File: config.mk
export PLATFORM = sky130hd
export DESIGN_NAME = gpio_port_core
export DESIGN_NICKNAME = d
export VERILOG_FILES = /design/src/rtl/gpio_core_pkg.sv /design/src/rtl/gpio_sync.sv /design/src/rtl/gpio_reg_bank.sv /design/src/rtl/gpio_pin_drive.sv /design/src/rtl/gpio_port_core.sv
export SDC_FILE = /design/constraint.sdc
export NUM_CORES = 1
export LEC_CHECK = 0
export BUFFER_PORTS_ARGS = -buffer_cell sky130_fd_sc_hd__buf_4
export CORE_ASPECT_RATIO = 0.7
export CORE_MARGIN = 2
export CORE_UTILIZATION = 60
export DETAILED_ROUTE_END_ITERATION = 10
export PLACE_DENSITY_LB_ADDON = 0.1
export SLEW_MARGIN = 25
export SYNTH_ARGS = -nofsm -noshare
export SYNTH_HDL_FRONTEND = slang
export SYNTH_SLANG_ARGS = --single-unit
File: constraint.sdc
create_clock -name clk_i -period 3.3 [get_ports clk_i]
set_input_delay 0.33 -clock clk_i [delete_from_list [all_inputs] [get_ports clk_i]]
set_output_delay 0.33 -clock clk_i [all_outputs]
set_load 0.02 [all_outputs]
File: src/rtl/gpio_core_pkg.sv
package gpio_core_pkg;
  localparam int unsigned ADDR_W = 8;
  localparam int unsigned DEF_PORT_W = 8;
  localparam int unsigned DEF_NUM_PORTS = 3;

  localparam logic [ADDR_W-1:0] A_IN    = 8'h00;
  localparam logic [ADDR_W-1:0] A_OUT   = 8'h04;
  localparam logic [ADDR_W-1:0] A_POL   = 8'h08;
  localparam logic [ADDR_W-1:0] A_DIR   = 8'h0C;
  localparam logic [ADDR_W-1:0] A_PUEN  = 8'h4C;
  localparam logic [ADDR_W-1:0] A_PUSEL = 8'h50;
  localparam logic [ADDR_W-1:0] A_OTYPE = 8'h70;

  typedef enum logic {
    OT_PUSH_PULL  = 1'b0,
    OT_OPEN_DRAIN = 1'b1
  } otype_e;

  function automatic logic in_group(input logic [ADDR_W-1:0] a,
                                    input logic [ADDR_W-1:0] base,
                                    input int unsigned n);
    return (a >= base) && (a < base + ADDR_W'(n));
  endfunction

  function automatic logic addr_mapped(input logic [ADDR_W-1:0] a,
                                       input int unsigned n);
    return in_group(a, A_IN, n)   || in_group(a, A_OUT, n)  ||
           in_group(a, A_POL, n)  || in_group(a, A_DIR, n)  ||
           in_group(a, A_PUEN, n) || in_group(a, A_PUSEL, n) ||
           in_group(a, A_OTYPE, n);
  endfunction
endpackage

File: src/rtl/gpio_sync.sv
module gpio_sync #(
  parameter int unsigned W = 24
) (
  input  logic         clk_i,
  input  logic         rst_ni,
  input  logic [W-1:0] d_i,
  output logic [W-1:0] q_o
);
  logic [W-1:0] meta_q, sync_q;

  always_ff @(posedge clk_i or negedge rst_ni) begin
    if (!rst_ni) begin
      meta_q <= '0;
      sync_q <= '0;
    end else begin
      meta_q <= d_i;
      sync_q <= meta_q;
    end
  end

  assign q_o = sync_q;

  // warm-up counter so the latency check never looks before reset
  logic [1:0] warm_q;
  always_ff @(posedge clk_i or negedge rst_ni) begin
    if (!rst_ni)              warm_q <= '0;
    else if (warm_q != 2'd2)  warm_q <= warm_q + 2'd1;
  end

  p_sync_latency_r3: assert property (@(posedge clk_i) disable iff (!rst_ni)
    (warm_q == 2'd2) |-> (q_o == $past(d_i, 2)));
endmodule

File: src/rtl/gpio_reg_bank.sv
module gpio_reg_bank
  import gpio_core_pkg::*;
#(
  parameter int unsigned      NUM_PORTS = DEF_NUM_PORTS,
  parameter int unsigned      PORT_W    = DEF_PORT_W,
  parameter logic [ADDR_W-1:0] BASE     = '0,
  parameter logic [PORT_W-1:0] RST_VAL  = '0
) (
  input  logic                        clk_i,
  input  logic                        rst_ni,
  input  logic [ADDR_W-1:0]           addr_i,
  input  logic [PORT_W-1:0]           wdata_i,
  input  logic                        wr_i,
  output logic [NUM_PORTS*PORT_W-1:0] q_o,
  output logic [PORT_W-1:0]           rbyte_o
);
  logic [NUM_PORTS-1:0] sel;
  logic [PORT_W-1:0]    byte_q [NUM_PORTS];

  for (genvar p = 0; p < NUM_PORTS; p++) begin : g_port
    assign sel[p] = (addr_i == BASE + ADDR_W'(p));

    always_ff @(posedge clk_i or negedge rst_ni) begin
      if (!rst_ni)              byte_q[p] <= RST_VAL;
      else if (wr_i && sel[p])  byte_q[p] <= wdata_i;
    end

    assign q_o[p*PORT_W +: PORT_W] = byte_q[p];

    p_write_lands_r2: assert property (@(posedge clk_i) disable iff (!rst_ni)
      (wr_i && sel[p]) |=> (byte_q[p] == $past(wdata_i)));

    p_no_stray_write_r8: assert property (@(posedge clk_i) disable iff (!rst_ni)
      !(wr_i && sel[p]) |=> $stable(byte_q[p]));
  end

  always_comb begin
    rbyte_o = '0;
    for (int p = 0; p < NUM_PORTS; p++) begin
      if (sel[p]) rbyte_o = rbyte_o | byte_q[p];
    end
  end
endmodule

File: src/rtl/gpio_pin_drive.sv
module gpio_pin_drive
  import gpio_core_pkg::*;
#(
  parameter int unsigned PIN_N = 24
) (
  input  logic [PIN_N-1:0] out_i,
  input  logic [PIN_N-1:0] pol_i,
  input  logic [PIN_N-1:0] dir_i,
  input  logic [PIN_N-1:0] otype_i,
  output logic [PIN_N-1:0] oe_o,
  output logic [PIN_N-1:0] do_o
);
  for (genvar i = 0; i < PIN_N; i++) begin : g_pin
    logic   drive;
    otype_e ot;
    assign drive = out_i[i] ^ pol_i[i];
    assign ot    = otype_e'(otype_i[i]);

    always_comb begin
      unique case (ot)
        OT_OPEN_DRAIN: begin
          oe_o[i] = ~dir_i[i] & ~drive;  // sink only, release for 1
          do_o[i] = 1'b0;
        end
        default: begin
          oe_o[i] = ~dir_i[i];
          do_o[i] = drive;
        end
      endcase
    end
  end
endmodule

File: src/rtl/gpio_port_core.sv
module gpio_port_core
  import gpio_core_pkg::*;
#(
  parameter int unsigned NUM_PORTS = DEF_NUM_PORTS,
  parameter int unsigned PORT_W    = DEF_PORT_W
) (
  input  logic                        clk_i,
  input  logic                        rst_ni,
  input  logic [ADDR_W-1:0]           addr_i,
  input  logic [PORT_W-1:0]           wdata_i,
  input  logic                        wr_i,
  input  logic                        rd_i,
  output logic [PORT_W-1:0]           rdata_o,
  input  logic [NUM_PORTS*PORT_W-1:0] pad_i,
  output logic [NUM_PORTS*PORT_W-1:0] pad_oe_o,
  output logic [NUM_PORTS*PORT_W-1:0] pad_do_o,
  output logic [NUM_PORTS*PORT_W-1:0] pull_en_o,
  output logic [NUM_PORTS*PORT_W-1:0] pull_up_o
);
  localparam int unsigned PIN_N = NUM_PORTS * PORT_W;
  localparam int unsigned NBANK = 6;

  logic [PIN_N-1:0]  out_v, pol_v, dir_v, otype_v, puen_v, pusel_v, pin_in;
  logic [PORT_W-1:0] bank_rd [NBANK];
  logic [PORT_W-1:0] in_rd, rd_next, rdata_q;

  gpio_sync #(.W(PIN_N)) u_sync (
    .clk_i(clk_i), .rst_ni(rst_ni), .d_i(pad_i), .q_o(pin_in)
  );

  gpio_reg_bank #(.NUM_PORTS(NUM_PORTS), .PORT_W(PORT_W), .BASE(A_OUT),
                  .RST_VAL({PORT_W{1'b1}})) u_out (
    .clk_i(clk_i), .rst_ni(rst_ni), .addr_i(addr_i), .wdata_i(wdata_i),
    .wr_i(wr_i), .q_o(out_v), .rbyte_o(bank_rd[0])
  );

  gpio_reg_bank #(.NUM_PORTS(NUM_PORTS), .PORT_W(PORT_W), .BASE(A_POL),
                  .RST_VAL('0)) u_pol (
    .clk_i(clk_i), .rst_ni(rst_ni), .addr_i(addr_i), .wdata_i(wdata_i),
    .wr_i(wr_i), .q_o(pol_v), .rbyte_o(bank_rd[1])
  );

  gpio_reg_bank #(.NUM_PORTS(NUM_PORTS), .PORT_W(PORT_W), .BASE(A_DIR),
                  .RST_VAL({PORT_W{1'b1}})) u_dir (
    .clk_i(clk_i), .rst_ni(rst_ni), .addr_i(addr_i), .wdata_i(wdata_i),
    .wr_i(wr_i), .q_o(dir_v), .rbyte_o(bank_rd[2])
  );

  gpio_reg_bank #(.NUM_PORTS(NUM_PORTS), .PORT_W(PORT_W), .BASE(A_PUEN),
                  .RST_VAL('0)) u_puen (
    .clk_i(clk_i), .rst_ni(rst_ni), .addr_i(addr_i), .wdata_i(wdata_i),
    .wr_i(wr_i), .q_o(puen_v), .rbyte_o(bank_rd[3])
  );

  gpio_reg_bank #(.NUM_PORTS(NUM_PORTS), .PORT_W(PORT_W), .BASE(A_PUSEL),
                  .RST_VAL('0)) u_pusel (
    .clk_i(clk_i), .rst_ni(rst_ni), .addr_i(addr_i), .wdata_i(wdata_i),
    .wr_i(wr_i), .q_o(pusel_v), .rbyte_o(bank_rd[4])
  );

  gpio_reg_bank #(.NUM_PORTS(NUM_PORTS), .PORT_W(PORT_W), .BASE(A_OTYPE),
                  .RST_VAL('0)) u_otype (
    .clk_i(clk_i), .rst_ni(rst_ni), .addr_i(addr_i), .wdata_i(wdata_i),
    .wr_i(wr_i), .q_o(otype_v), .rbyte_o(bank_rd[5])
  );

  gpio_pin_drive #(.PIN_N(PIN_N)) u_drive (
    .out_i(out_v), .pol_i(pol_v), .dir_i(dir_v), .otype_i(otype_v),
    .oe_o(pad_oe_o), .do_o(pad_do_o)
  );

  assign pull_en_o = puen_v;
  assign pull_up_o = pusel_v;

  // input port read: synchronized level through polarity
  always_comb begin
    in_rd = '0;
    for (int p = 0; p < NUM_PORTS; p++) begin
      if (addr_i == A_IN + ADDR_W'(p))
        in_rd = pin_in[p*PORT_W +: PORT_W] ^ pol_v[p*PORT_W +: PORT_W];
    end
  end

  always_comb begin
    rd_next = in_rd;
    for (int b = 0; b < NBANK; b++) rd_next = rd_next | bank_rd[b];
  end

  always_ff @(posedge clk_i or negedge rst_ni) begin
    if (!rst_ni)    rdata_q <= '0;
    else if (rd_i)  rdata_q <= rd_next;
  end

  assign rdata_o = rdata_q;

  p_rdata_hold_r9: assert property (@(posedge clk_i) disable iff (!rst_ni)
    !rd_i |=> $stable(rdata_o));

  p_unmapped_zero_r8: assert property (@(posedge clk_i) disable iff (!rst_ni)
    (rd_i && !addr_mapped(addr_i, NUM_PORTS)) |=> (rdata_o == '0));

  for (genvar p = 0; p < NUM_PORTS; p++) begin : g_pull_chk
    p_pull_follow_r7: assert property (@(posedge clk_i) disable iff (!rst_ni)
      (wr_i && addr_i == A_PUEN + ADDR_W'(p))
        |=> (pull_en_o[p*PORT_W +: PORT_W] == $past(wdata_i)));
  end
endmodule

==> results.sh <==
export IMPL_slowest_delay_ns=0.69
export IMPL_place_detailed_hpwl_um=21400
export IMPL_core_mm2=0.0155
export IMPL_track_usage_pct=37.7
export IMPL_grt_max_degree=100
export IMPL_end_kind="flip-flop"
export IMPL_fp_row_count=38
export IMPL_switchingPower_mw=1.58
export IMPL_final_cell_mix="buf_4, mux2_2, dfrtp_1"
export IMPL_die_area_mm2=0.0169
export IMPL_ys_flop_type="dfrtp_1"
export IMPL_cp_slowest_cell="nor2_2"
export IMPL_initial_core_util_pct=61.3
export IMPL_p_clk_share_pct=37.8
export IMPL_status="finished, violations left"
export IMPL_ant_nets=0
export IMPL_violations="negative hold slack"
export IMPL_min_path_type="primary input to asynchronous set/reset pin"
export IMPL_syn_area_mm2=0.00950
export IMPL_vias_per_cell=6.52
export IMPL_place_area_mm2=0.0109
export IMPL_cp_arrival_ns=2.65
export IMPL_slew_headroom_pct=39.6
export IMPL_p_leak_nw=5.27
export IMPL_gp_congestion=0.935
export IMPL_place_ws_ns=0.712
export IMPL_tritoncts="done"
export IMPL_ys_ff_latch=200
export IMPL_power_density_mw_per_mm2=474
export IMPL_antenna_diode_count=0
export IMPL_syn_inst=770
export IMPL_clk_path_buf_depth=2
export IMPL_drt_iter0_drc=910
export IMPL_swShare_pct=28.3
export IMPL_crit_fanout=25
export IMPL_grt_overflow=0
export IMPL_clock_fmax_mhz=438
export IMPL_reg2regPathDepth=4
export IMPL_antenna_found_initial=0
export IMPL_min_period_over_period_pct=69.2
export IMPL_ys_types=63
export IMPL_drt_total_wl_um=31200
export IMPL_rsz0062_at_grt="no"
export IMPL_dieHeight_um=109
export IMPL_path_class="primary input to flip-flop"
export IMPL_area_growth_syn_to_layout_pct=23.7
export IMPL_combPwrFrac_pct=13.4
export IMPL_syn_area_per_cell_um2=12.3
export IMPL_pin_count=148
export IMPL_fp_dieW_um=154
export IMPL_post_cts_buffers=0
export IMPL_first_global_vias=7518
export IMPL_cpLargestDelayFamily="simple AND/OR/NAND/NOR gates"
export IMPL_clk_pin_slew_ns=0.08
export IMPL_ys_seq_area_share_pct=53.3
export IMPL_hold_slack_ns=-0.0351
export IMPL_power_frac_seq_pct=48.8
export IMPL_drc=0
export IMPL_final_cell_area_mm2=0.0118
export IMPL_tns_ns=0
export IMPL_num_vias=7590
export IMPL_crit_chain="buf_4 > nor2b_1 > nand2_1 > nor2_2 > mux2_2"
export IMPL_intPower_mw=3.99
export IMPL_critPathBufInv=1
export IMPL_nets=996
export IMPL_io_buffers=147
export IMPL_wl_per_cell_um=26.8
export IMPL_synthArstFlopShare_pct=100
export IMPL_fin_ws_ns=1.02
export IMPL_hold_viol=22
export IMPL_cts_sinks=200
export IMPL_drive_gt1_share_pct=45.1
export IMPL_cp_depth=5
export IMPL_cts_root_buf="clkbuf_16"
export IMPL_clk_latency_ns=0.45
export IMPL_synth_edf_count=0
export IMPL_cp_required_ns=3.67
export IMPL_setup_viol=0
export IMPL_max_vdd_ir_drop_v=0.000341
export IMPL_yosys_warnings=0
export IMPL_dr_pass1_iters=6
export IMPL_worstMarginPinSlew_ns=0.904
export IMPL_cap_viol_max_count=0
export IMPL_fill_cells=1016
export IMPL_syn_num_nets=814
export IMPL_grt_pass1_wl_um=46300
export IMPL_cts_max_level=4
export IMPL_finClkSkew_ns=0.0119
export IMPL_start_kind="primary input"
export IMPL_final_common_cell="buf_4"
export IMPL_min_period_ns=2.28
export IMPL_report_final_slew_viol_count=0
export IMPL_numCtsBuffers=17
==> metal layers <==
layer	wire, µm	share of wire (%)	global-route usage, %
met5	0	0	0
met3	3540	11	9.94
met4	971	3.1	13.2
met1	12800	41	53.2
met2	13900	45	57.0
==> worst reg2reg max path, cell delays in order (launching register included) <==
cell and delay, ns:
dfrtp_1 0.43, a22oi_1 0.21, o221ai_1 0.17, or4_1 0.49
o41a_1 0.38
==> repair_timing <==
action	4_1_cts	5_1_grt
hold endpoints to repair	24	0
resized for setup	0	0
hold buffers	24	0
==> layout make-up <==
cell class              instances  area, µm²  share of cell area [%]
inverters                       2       7.51                  0.0639
well taps                     200        250                    2.13
clock buffers                  17        425                    3.62
flip-flops and latches        200       5060                    43.1
repair buffers                206       1630                    13.8
multi-input cells             525       4220                    35.9
clock inverters                15        158                    1.34
==> path summary, 6_finish.rpt <==
| kind | start | end | slack, ns |
|---|---|---|---|
| min in group clk_i | wdata_i[2] | u_dir.q_o[2] | 0.26 |
| setup reg to reg | u_puen.q_o[13] | rdata_o[5] | 1.50 |
| hold reg to reg | u_sync.meta_q[11] | u_sync.q_o[11] | 0.35 |
| setup / recovery | addr_i[1] | u_out.q_o[17] | 1.02 |
| max in group asynchronous | rst_ni | u_dir.q_o[23] | 2.36 |
| hold / removal | rst_ni | u_sync.meta_q[14] | -0.04 |
==> power by group through the flow <==
stage	Clock [mW]	Sequential [mW]	Combinational, mW
after floorplan	0	2.75	0.344
after detailed placement	0	2.75	0.713
final	2.11	2.72	0.746
after global routing	2.21	2.73	0.786
after CTS	2.12	2.71	0.740
after global placement	0	2.75	0.699
==> registers in the layout (all words and copies together), names as in the netlist <==
signal and flops:
u_pusel.q_o 24, u_pol.q_o 24, u_sync.meta_q 24, rdata_o 8
u_sync.q_o 24, u_dir.q_o 24, u_out.q_o 24, u_otype.q_o 24
u_puen.q_o 24
==> cell usage after synthesis, drive strengths merged, types with 2 or more instances <==
library cell    n  area share, %
xnor2          37            3.4
a32o            3           0.32
a22o            2           0.18
o21ai          13           0.68
and3            4           0.26
o32a            3           0.32
o22ai           8           0.53
dfstp          48             13
xor2           11            1.0
nand2b          3           0.20
o211ai          2           0.16
or4             3           0.28
nor2           74            3.2
nand2          16           0.63
buf            25            1.5
a31oi          10           0.66
a2bb2oi         2           0.18
nor3b           2           0.16
or3             3           0.20
mux2i          28            3.0
clkbuf         18           0.71
inv             2          0.079
dfrtp         152             40
nor2b          28            1.8
nor3           10           0.53
a22oi          18            1.4
a21oi          12           0.63
nor4            7           0.78
o221ai          3           0.28
nor4b           3           0.41
a32oi           2           0.18
mux2          153             18
nand4           5           0.33
or2             3           0.20
or4b            2           0.21
o311ai          3           0.28
nand3b          6           0.47
a211oi          5           0.40
nand3          23            1.3
and4            2           0.18
o32ai           3           0.28
o2bb2ai         2           0.18
==> stage by stage <==
stage               power (mW)  cells  utilization [%]  hold WS [ns]
CTS                       5.57   1165             75.8        0.0118
finish                    5.57   1165             75.8       -0.0351
global route              5.73   1165             75.8        0.0323
global placement          3.45   1109             70.5         0.333
detailed placement        3.47   1109             70.5         0.335
floorplan                 3.10    770                -        0.0344
==> cell families (layout without fill, tap and decap cells) <==
kind of cell / after synthesis / after routing / share of synthesized area, %
XOR/XNOR: 48 / 48 / 4.43
AND/OR/NAND/NOR: 198 / 198 / 11.5
buffers and inverters: 45 / 240 / 2.30
multiplexers: 181 / 181 / 21.1
flip-flops: 200 / 200 / 53.3
AO/OA/AOI/OAI: 98 / 98 / 7.34
No activity file was read; power rests on OpenSTA's default activity.
